**src/rtl/gpio_pc_pkg.sv**
```systemverilog
package gpio_pc_pkg;

  // register word offsets
  localparam int OFS_FUNC = 0;
  localparam int OFS_DIR  = 1;
  localparam int OFS_OUT  = 2;
  localparam int OFS_SET  = 3;
  localparam int OFS_CLR  = 4;
  localparam int OFS_DRV  = 5;

  typedef enum logic [1:0] {
    FN_GPIO = 2'b00,
    FN_ALT1 = 2'b01,
    FN_ALT2 = 2'b10,
    FN_PRIM = 2'b11
  } fn_sel_e;

endpackage

```
**src/rtl/gpio_pc_sync.sv**
```systemverilog
module gpio_pc_sync #(
  parameter int W = 8
) (
  input  logic         clk,
  input  logic         rst_n,
  input  logic [W-1:0] din,
  output logic [W-1:0] dout
);
  logic [W-1:0] stage1_q;
  logic [W-1:0] stage2_q;

  always_ff @(posedge clk or negedge rst_n) begin
    if (!rst_n) begin
      stage1_q <= '0;
      stage2_q <= '0;
    end else begin
      stage1_q <= din;
      stage2_q <= stage1_q;
    end
  end

  assign dout = stage2_q;
endmodule

```
**src/rtl/gpio_pc_regs.sv**
```systemverilog
module gpio_pc_regs
  import gpio_pc_pkg::*;
#(
  parameter int               PIN_W      = 8,
  parameter logic [PIN_W-1:0] IMPL_MASK  = '1,
  parameter int               DRV_GROUPS = 2,
  parameter int               ADDR_W     = 3,
  localparam int              BUS_W      = 2 * PIN_W
) (
  input  logic                  clk,
  input  logic                  rst_n,
  input  logic                  wr_en,
  input  logic                  rd_en,
  input  logic [ADDR_W-1:0]     addr,
  input  logic [BUS_W-1:0]      wdata,
  input  logic [PIN_W-1:0]      pin_sync,
  output logic [BUS_W-1:0]      rdata,
  output logic [BUS_W-1:0]      func_q,
  output logic [PIN_W-1:0]      dir_q,
  output logic [PIN_W-1:0]      out_q,
  output logic [DRV_GROUPS-1:0] drv_q
);
  logic [BUS_W-1:0] fld_mask;
  logic [PIN_W-1:0] wd_pins;
  logic [BUS_W-1:0] rd_mux;
  logic [BUS_W-1:0] rdata_q;

  for (genvar i = 0; i < PIN_W; i++) begin : g_fmask
    assign fld_mask[2*i +: 2] = {2{IMPL_MASK[i]}};
  end

  assign wd_pins = wdata[PIN_W-1:0];

  // register writes; one register per cycle
  always_ff @(posedge clk or negedge rst_n) begin
    if (!rst_n) begin
      func_q <= '0;
      dir_q  <= '0;
      out_q  <= IMPL_MASK;
      drv_q  <= '0;
    end else if (wr_en) begin
      if (addr == ADDR_W'(OFS_FUNC)) func_q <= wdata & fld_mask;
      if (addr == ADDR_W'(OFS_DIR))  dir_q  <= wd_pins & IMPL_MASK;
      if (addr == ADDR_W'(OFS_OUT))  out_q  <= wd_pins & IMPL_MASK;
      if (addr == ADDR_W'(OFS_SET))  out_q  <= (out_q | wd_pins) & IMPL_MASK;
      if (addr == ADDR_W'(OFS_CLR))  out_q  <= out_q & wd_pins;
      if (addr == ADDR_W'(OFS_DRV))  drv_q  <= wdata[DRV_GROUPS-1:0];
    end
  end

  always_comb begin
    rd_mux = '0;
    if (addr == ADDR_W'(OFS_FUNC)) rd_mux = func_q;
    if (addr == ADDR_W'(OFS_DIR))  rd_mux = BUS_W'(dir_q);
    if (addr == ADDR_W'(OFS_OUT))  rd_mux = BUS_W'(out_q);
    if (addr == ADDR_W'(OFS_SET))  rd_mux = BUS_W'(pin_sync & IMPL_MASK);
    if (addr == ADDR_W'(OFS_DRV))  rd_mux = BUS_W'(drv_q);
  end

  always_ff @(posedge clk or negedge rst_n) begin
    if (!rst_n)     rdata_q <= '0;
    else if (rd_en) rdata_q <= rd_mux;
  end

  assign rdata = rdata_q;

  AST_SET_ONES: assert property (@(posedge clk) disable iff (!rst_n)
    (wr_en && addr == ADDR_W'(OFS_SET)) |=>
      ((out_q & $past(wd_pins) & IMPL_MASK) == ($past(wd_pins) & IMPL_MASK)));
  AST_SET_KEEP: assert property (@(posedge clk) disable iff (!rst_n)
    (wr_en && addr == ADDR_W'(OFS_SET)) |=>
      ((out_q & ~$past(wd_pins)) == ($past(out_q) & ~$past(wd_pins))));
  AST_CLR_ZEROS: assert property (@(posedge clk) disable iff (!rst_n)
    (wr_en && addr == ADDR_W'(OFS_CLR)) |=>
      ((out_q & ~$past(wd_pins)) == '0));
  AST_CLR_KEEP: assert property (@(posedge clk) disable iff (!rst_n)
    (wr_en && addr == ADDR_W'(OFS_CLR)) |=>
      ((out_q & $past(wd_pins)) == ($past(out_q) & $past(wd_pins))));
  AST_OUT_HOLD: assert property (@(posedge clk) disable iff (!rst_n)
    !wr_en |=> $stable(out_q));
  AST_RSVD_REGS: assert property (@(posedge clk) disable iff (!rst_n)
    ((out_q & ~IMPL_MASK) == '0) && ((dir_q & ~IMPL_MASK) == '0));
  AST_RD_IDLE: assert property (@(posedge clk) disable iff (!rst_n)
    !rd_en |=> $stable(rdata));
endmodule

```
**src/rtl/gpio_pc_pinmux.sv**
```systemverilog
module gpio_pc_pinmux
  import gpio_pc_pkg::*;
#(
  parameter int               PIN_W      = 8,
  parameter logic [PIN_W-1:0] IMPL_MASK  = '1,
  parameter int               DRV_GROUPS = 2,
  localparam int              GRP_PINS   = PIN_W / DRV_GROUPS
) (
  input  logic                  clk,
  input  logic                  rst_n,
  input  logic [2*PIN_W-1:0]    func_q,
  input  logic [PIN_W-1:0]      dir_q,
  input  logic [PIN_W-1:0]      out_q,
  input  logic [DRV_GROUPS-1:0] drv_q,
  input  logic [PIN_W-1:0]      prim_o,
  input  logic [PIN_W-1:0]      prim_oe,
  input  logic [PIN_W-1:0]      alt1_o,
  input  logic [PIN_W-1:0]      alt1_oe,
  input  logic [PIN_W-1:0]      alt2_o,
  input  logic [PIN_W-1:0]      alt2_oe,
  output logic [PIN_W-1:0]      pad_o,
  output logic [PIN_W-1:0]      pad_oe,
  output logic [PIN_W-1:0]      drive_hi
);
  for (genvar i = 0; i < PIN_W; i++) begin : g_pin
    if (IMPL_MASK[i]) begin : g_live
      fn_sel_e sel;
      assign sel = fn_sel_e'(func_q[2*i +: 2]);
      always_comb begin
        unique case (sel)
          FN_GPIO: begin pad_o[i] = out_q[i];  pad_oe[i] = dir_q[i];   end
          FN_ALT1: begin pad_o[i] = alt1_o[i]; pad_oe[i] = alt1_oe[i]; end
          FN_ALT2: begin pad_o[i] = alt2_o[i]; pad_oe[i] = alt2_oe[i]; end
          default: begin pad_o[i] = prim_o[i]; pad_oe[i] = prim_oe[i]; end
        endcase
      end
    end else begin : g_rsvd
      assign pad_o[i]  = 1'b0;
      assign pad_oe[i] = 1'b0;
    end
    assign drive_hi[i] = drv_q[i / GRP_PINS];
  end

  AST_RSVD_PAD: assert property (@(posedge clk) disable iff (!rst_n)
    ((pad_oe & ~IMPL_MASK) == '0) && ((pad_o & ~IMPL_MASK) == '0));
  AST_GPIO_DRIVE: assert property (@(posedge clk) disable iff (!rst_n)
    (func_q == '0) |-> ((pad_oe == dir_q) && (pad_o == out_q)));
endmodule

```
**src/rtl/gpio_setclr_port.sv**
```systemverilog
module gpio_setclr_port
  import gpio_pc_pkg::*;
#(
  parameter int               PIN_W      = 8,
  parameter logic [PIN_W-1:0] IMPL_MASK  = '1,
  parameter int               DRV_GROUPS = 2,
  parameter int               ADDR_W     = 3,
  localparam int              BUS_W      = 2 * PIN_W
) (
  input  logic              clk,
  input  logic              rst_n,
  input  logic              wr_en,
  input  logic              rd_en,
  input  logic [ADDR_W-1:0] addr,
  input  logic [BUS_W-1:0]  wdata,
  output logic [BUS_W-1:0]  rdata,
  input  logic [PIN_W-1:0]  pad_in,
  output logic [PIN_W-1:0]  pad_o,
  output logic [PIN_W-1:0]  pad_oe,
  output logic [PIN_W-1:0]  pin_sync,
  output logic [PIN_W-1:0]  drive_hi,
  input  logic [PIN_W-1:0]  prim_o,
  input  logic [PIN_W-1:0]  prim_oe,
  input  logic [PIN_W-1:0]  alt1_o,
  input  logic [PIN_W-1:0]  alt1_oe,
  input  logic [PIN_W-1:0]  alt2_o,
  input  logic [PIN_W-1:0]  alt2_oe
);
  logic [BUS_W-1:0]      func_q;
  logic [PIN_W-1:0]      dir_q;
  logic [PIN_W-1:0]      out_q;
  logic [DRV_GROUPS-1:0] drv_q;

  gpio_pc_sync #(.W(PIN_W)) u_sync (
    .clk  (clk),
    .rst_n(rst_n),
    .din  (pad_in),
    .dout (pin_sync)
  );

  gpio_pc_regs #(
    .PIN_W(PIN_W), .IMPL_MASK(IMPL_MASK), .DRV_GROUPS(DRV_GROUPS), .ADDR_W(ADDR_W)
  ) u_regs (
    .clk     (clk),
    .rst_n   (rst_n),
    .wr_en   (wr_en),
    .rd_en   (rd_en),
    .addr    (addr),
    .wdata   (wdata),
    .pin_sync(pin_sync),
    .rdata   (rdata),
    .func_q  (func_q),
    .dir_q   (dir_q),
    .out_q   (out_q),
    .drv_q   (drv_q)
  );

  gpio_pc_pinmux #(
    .PIN_W(PIN_W), .IMPL_MASK(IMPL_MASK), .DRV_GROUPS(DRV_GROUPS)
  ) u_mux (
    .clk     (clk),
    .rst_n   (rst_n),
    .func_q  (func_q),
    .dir_q   (dir_q),
    .out_q   (out_q),
    .drv_q   (drv_q),
    .prim_o  (prim_o),
    .prim_oe (prim_oe),
    .alt1_o  (alt1_o),
    .alt1_oe (alt1_oe),
    .alt2_o  (alt2_o),
    .alt2_oe (alt2_oe),
    .pad_o   (pad_o),
    .pad_oe  (pad_oe),
    .drive_hi(drive_hi)
  );

  AST_CLR_READS_ZERO: assert property (@(posedge clk) disable iff (!rst_n)
    (rd_en && addr == ADDR_W'(OFS_CLR)) |=> (rdata == '0));
  AST_SET_READS_PINS: assert property (@(posedge clk) disable iff (!rst_n)
    (rd_en && addr == ADDR_W'(OFS_SET)) |=>
      (rdata == BUS_W'($past(pin_sync) & IMPL_MASK)));
  AST_UNMAPPED_READ: assert property (@(posedge clk) disable iff (!rst_n)
    (rd_en && addr > ADDR_W'(OFS_DRV)) |=> (rdata == '0));
endmodule

```
**config.mk**
```make
export PLATFORM = sky130hd
export DESIGN_NAME = gpio_setclr_port
export DESIGN_NICKNAME = d
export VERILOG_FILES = /design/src/rtl/gpio_pc_pkg.sv /design/src/rtl/gpio_pc_sync.sv /design/src/rtl/gpio_pc_regs.sv /design/src/rtl/gpio_pc_pinmux.sv /design/src/rtl/gpio_setclr_port.sv
export SDC_FILE = /design/constraint.sdc
export NUM_CORES = 1
export LEC_CHECK = 0
export CAP_MARGIN = 0
export CORE_MARGIN = 2
export CORE_UTILIZATION = 30
export DETAILED_ROUTE_END_ITERATION = 16
export GPL_ROUTABILITY_DRIVEN = 0
export GPL_TIMING_DRIVEN = 0
export PLACE_DENSITY_LB_ADDON = 0.15
export SYNTH_ARGS = -nofsm -noshare
export SYNTH_HDL_FRONTEND = slang
export SYNTH_SLANG_ARGS = --single-unit
```
**constraint.sdc**
```tcl
create_clock -name clk -period 2.3 [get_ports clk]
set_input_delay 0.46 -clock clk [delete_from_list [all_inputs] [get_ports clk]]
set_output_delay 0.46 -clock clk [all_outputs]
set_load 0.02 [all_outputs]
```
After elaboration in Yosys (flattened, before gate mapping)
Index checks and enable logic that the tools add are counted.
{ "word_totals": {"ff_bits": 66, "in_bits": 79, "wordCells": 68} }
{ "classes": {"bitwise": 2, "reduce_logical": 14, "n_mux": 24, "n_eq_ne": 21} }
{ "ops": {"columns": ["operator", "n"], "rows": [
  ["$mux 16", 5],
  ["$pmux 1 s3", 16],
  ["$mux 8", 3],
  ["$eq 2x1->1 const B", 8],
  ["$eq 2x2->1 const B", 8],
  ["$logic_not 2->1", 8],
  ["$and 8x8->8", 1],
  ["$or 8x8->8", 1],
  ["$reduce_and 2->1", 4],
  ["$eq 3x2->1 const B", 2],
  ["$eq 3x3->1 const B", 2],
  ["$eq 3x1->1 const B", 1],
  ["$logic_not 3->1", 1],
  ["$reduce_bool 3->1", 1]
]} }

Logic depth before layout (Yosys ltp)
{ "logic_depth": {"depth_word": 6, "depth_mapped": 6, "depth_no_buf": 4} }

Modules after synthesis
From an unflattened synthesis, not the netlist that was laid out.
{ "unflattened": {"hier_cells": 242, "hier_area_um2": 3345.7} }
{ "modules_own_cells": {"columns": ["module", "area_per_inst_um2", "instances", "cells_each"], "rows": [
  ["gpio_pc_regs", 2464.9, 1, 202],
  ["gpio_pc_pinmux", 480.5, 1, 24],
  ["gpio_pc_sync", 400.4, 1, 16]
]} }

Worst setup path after synthesis
OpenSTA, ideal clock, no wires.
{ "synth_path": {"path_type": "input to register", "startpoint": "in addr[0]", "endpoint": "reg u_regs.func_q[10]", "path_stages": 4, "path_slack_ns": 0.643, "t_arrival_ns": 1.532, "setup_time_ns": 0.125, "required_ns": 2.175, "path_cell_list": "buf_6 nor4b_4 buf_8 mux2_4"} }
{ "synth_via": {"elab_chain_len": 2} }
{ "synth_rtl": {"columns": ["element", "line", "source"], "rows": [
  ["start, declared", "gpio_setclr_port.sv:14", "input logic [ADDR_W-1:0] addr,"],
  ["$logic_not 3->1", "gpio_pc_regs.sv:42", "if (addr == ADDR_W'(OFS_FUNC)) func_q <= wdata & fld_mask;"],
  ["$reduce_and 2->1 (no source line)", null, null],
  ["end signal, assigned", "gpio_pc_regs.sv:42", null],
  ["end, declared", "gpio_pc_regs.sv:18", "output logic [BUS_W-1:0] func_q,"]
]} }
Every way passes these cells.
A chain may end at the register's enable or synchronous reset.

Worst setup path in the final report
{ "layout_path": {"startpoint": "in alt1_o[2]", "endpoint": "out pad_o[2]"} }
{ "layout_via": {"elab_chain_len": 1} }
{ "layout_rtl": {"columns": ["element", "line", "source"], "rows": [
  ["start, declared", "gpio_setclr_port.sv:24", "input logic [PIN_W-1:0] alt1_o,"],
  ["$pmux 1 s3", "gpio_pc_pinmux.sv:30", "unique case (sel)"],
  ["end, declared", "gpio_setclr_port.sv:18", "output logic [PIN_W-1:0] pad_o,"]
]} }
Every way passes these cells.

==> impl_metrics.tcl <==
set metrics [dict create \
    status "finished, final reports clean" \
    num_rows 37 \
    synth_nets 326 \
    fp.dieW_um 107.0 \
    crit_type "primary input to output pin" \
    worst_slack_ns 0.1191 \
    port-buffer-count 124 \
    worstMarginPinSlew_ns 0.8412 \
    p_leak_nw 1.955 \
    slowest_stage "mux4_2" \
    ant_nets 0 \
    hp-class "primary input to asynchronous set/reset pin" \
    startpoint_type "primary input" \
    dieArea_mm2 0.01145 \
    postLayoutCellArea_mm2 0.004768 \
    antenna_cells 0 \
    postCtsHoldBufs 0 \
    crit_fanout 1 \
    rsz0062_at_grt "false" \
    cts_tree "built" \
    syn_area_per_cell_um2 12.88 \
    finalSetupViolCount 0 \
    dpl.hpwl_um 6316 \
    postCtsSetupBuffers 0 \
    crit_buf_inv 2 \
    cts_buffer_depth 2 \
    grt_usage_pct 15.90 \
    report.final.slew_viol_count 0 \
    critPathCaptureType "output pin" \
    netlist_area_mm2 0.003182 \
    clock_latency_ns 0.34 \
    critPathArrivalTime_ns 1.72 \
    dr.first_iter.drc_count 64 \
    min_period_ns 2.181 \
    path_cells "clkdlybuf4s50_1 -> mux4_2 -> dlygate4sd2_1" \
    nNetsFinal 461 \
    vias_per_cell 4.629 \
    cts-buffers-inserted 9 \
    final_util_pct 46.19 \
    drt_pass1_iterations 4 \
    hold_viol 0 \
    slowest_delay_ns 0.49 \
    yosys_warnings 0 \
    grt_max_degree 67 \
    placed_area_mm2 0.004591 \
    h-tree-depth 3 \
    maxSlewHeadroom_pct 43.92 \
    dp_worst_setup_slack_ns -0.1057 \
    synth_cells 247 \
    seq_area_frac_synth_pct 52.22 \
    wl_per_cell_um 16.36 \
    clockRootBuffer "clkbuf_8" \
    core_area_mm2 0.01032 \
    gr-total-overflow 0 \
    clkTransAtPathRegs_ns 0.08 \
    ir_worst_vdd_mv 0.3127 \
    dieHeight_um 107.0 \
    drive_above_1_share_pct 23.26 \
    path_delay_family "buffers and inverters" \
    hold_slack_ns 0.2235 \
    p_per_area_mw_per_mm2 759.3 \
    ys_seq_elements 66 \
    areaGrowthSynthToFinish_pct 49.86 \
    maxCapViolCount 0 \
    synthDistinctLibCells 28 \
    fmax_mhz 458.5 \
    start_util_pct 30.82 \
    vias 2421 \
    fin_skew_ns 0.006644 \
    post-route-drc-count 0 \
    cts_sinks 66 \
    drt-total-wl_um 8558 \
    pin_count 127 \
    post_cts.resized_instances 18 \
    grt_pass1_vias 2483 \
    period_share_pct 94.82 \
    grt_pass1_wl_um 13590 \
    antenna_found_initial 0 \
    cp_data_required_time_ns 1.84 \
]
==> layout by cell type (no fill, tap or decap), types with 5 or more instances in the layout <==
| cell | instances |
|---|---|
| mux2_4 | 10 |
| clkdlybuf4s50_1 | 107 |
| inv_1 | 16 |
| clkbuf_1 | 5 |
| dfstp_2 | 8 |
| mux4_2 | 21 |
| clkbuf_8 | 9 |
| buf_4 | 8 |
| nand2_1 | 46 |
| dlygate4sd2_1 | 16 |
| o21ai_0 | 31 |
| buf_2 | 6 |
| dfrtp_1 | 56 |
| mux2_2 | 16 |
==> stage by stage <==
stage | total power [W] | instances | setup TNS [ns]
finish | 0.003621 | 523 | 0
detailed placement | 0.002755 | 507 | -1.554
global route | 0.003819 | 523 | 0
global placement | 0.002737 | 507 | -95.85
CTS | 0.003674 | 523 | 0
floorplan | 0.002183 | 247 | 0
==> path summary, 6_finish.rpt <==
kind                               startpoint                 end  slack (ns)  cells after the start
setup / recovery                    alt1_o[2]            pad_o[2]        0.12                      3
hold / removal                          rst_n  u_sync.stage1_q[3]        0.22                      1
setup reg to reg             u_regs.func_q[2]     u_regs.rdata[2]        1.09                      3
hold reg to reg            u_sync.stage1_q[1]      u_sync.dout[1]        0.35                      0
min in group clk           u_sync.stage1_q[1]      u_sync.dout[1]        0.35                      0
max in group asynchronous               rst_n    u_regs.func_q[6]        1.50                      1
==> kinds of logic (layout without fill, tap and decap cells) <==
kind of cell | Yosys count | in the layout | share of synthesized area, %
AND/OR/NAND/NOR | 56 | 56 | 8.534
flip-flops | 66 | 66 | 52.22
buffers and inverters | 35 | 175 | 5.780
AO/OA/AOI/OAI | 40 | 40 | 6.763
multiplexers | 50 | 50 | 26.70
==> report_power, final <==
group          internal (W)  switching, W
clock              0.000502      0.000468
combinational      0.000659      0.000453
sequential          0.00135      0.000183
total               0.00252       0.00110
==> layout make-up <==
class | count | area [µm²]
timing repair buffer | 124 | 1219
sequential | 66 | 1664
multi-input combinational | 146 | 1336
tap | 136 | 170.2
clock buffer | 10 | 127.6
fill | 957 | 5555
buffer | 19 | 123.9
inverter | 16 | 60.06
clock inverter | 6 | 67.56
==> Yosys cell counts <==
library cell	instances	area share, %
a21oi_1	2	0.31
and3_1	1	0.20
buf_2	6	0.94
buf_4	7	1.7
buf_6	1	0.35
buf_8	1	0.47
clkbuf_1	4	0.47
dfrtp_1	58	46
dfstp_2	8	6.6
inv_1	16	1.9
mux2_2	16	5.7
mux2_4	10	4.7
mux2i_1	2	0.63
mux4_1	1	0.83
mux4_2	21	15
nand2_1	46	5.4
nand2b_1	1	0.20
nand3b_1	1	0.24
nand4b_1	1	0.28
nor2_1	2	0.24
nor2b_1	1	0.20
nor4b_4	2	1.5
o21a_1	2	0.47
o21ai_0	31	4.9
o21ai_1	1	0.16
o22a_1	2	0.55
o22ai_1	2	0.39
or3b_1	1	0.28
==> sequential cells by signal, summed over array words and instances (netlist names) <==
name and flops:
u_regs.func_q 16, u_regs.rdata 16, u_regs.dir_q 8, u_regs.out_q 8, u_sync.dout 8, u_sync.stage1_q 8, u_regs.drv_q 2
==> per-layer routing <==
| metal | vias up | wire, µm | part of all wire (%) | track usage [%] |
|---|---|---|---|---|
| met3 | 10 | 455 | 5.3 | 4.559 |
| met1 | 1195 | 3624 | 42 | 20.19 |
| met5 | - | 0 | 0 | 0 |
| li1 | 1142 | - | - | - |
| met2 | 74 | 4353 | 51 | 26.62 |
| met4 | 0 | 125 | 1.5 | 4.360 |
==> worst reg2reg max path: stages (launching register included) <==
cell	delay [ns]
dfrtp_2	0.45
mux4_2	0.46
nand2_1	0.09
o21ai_0	0.08
(Power assumes the default switching activity.)
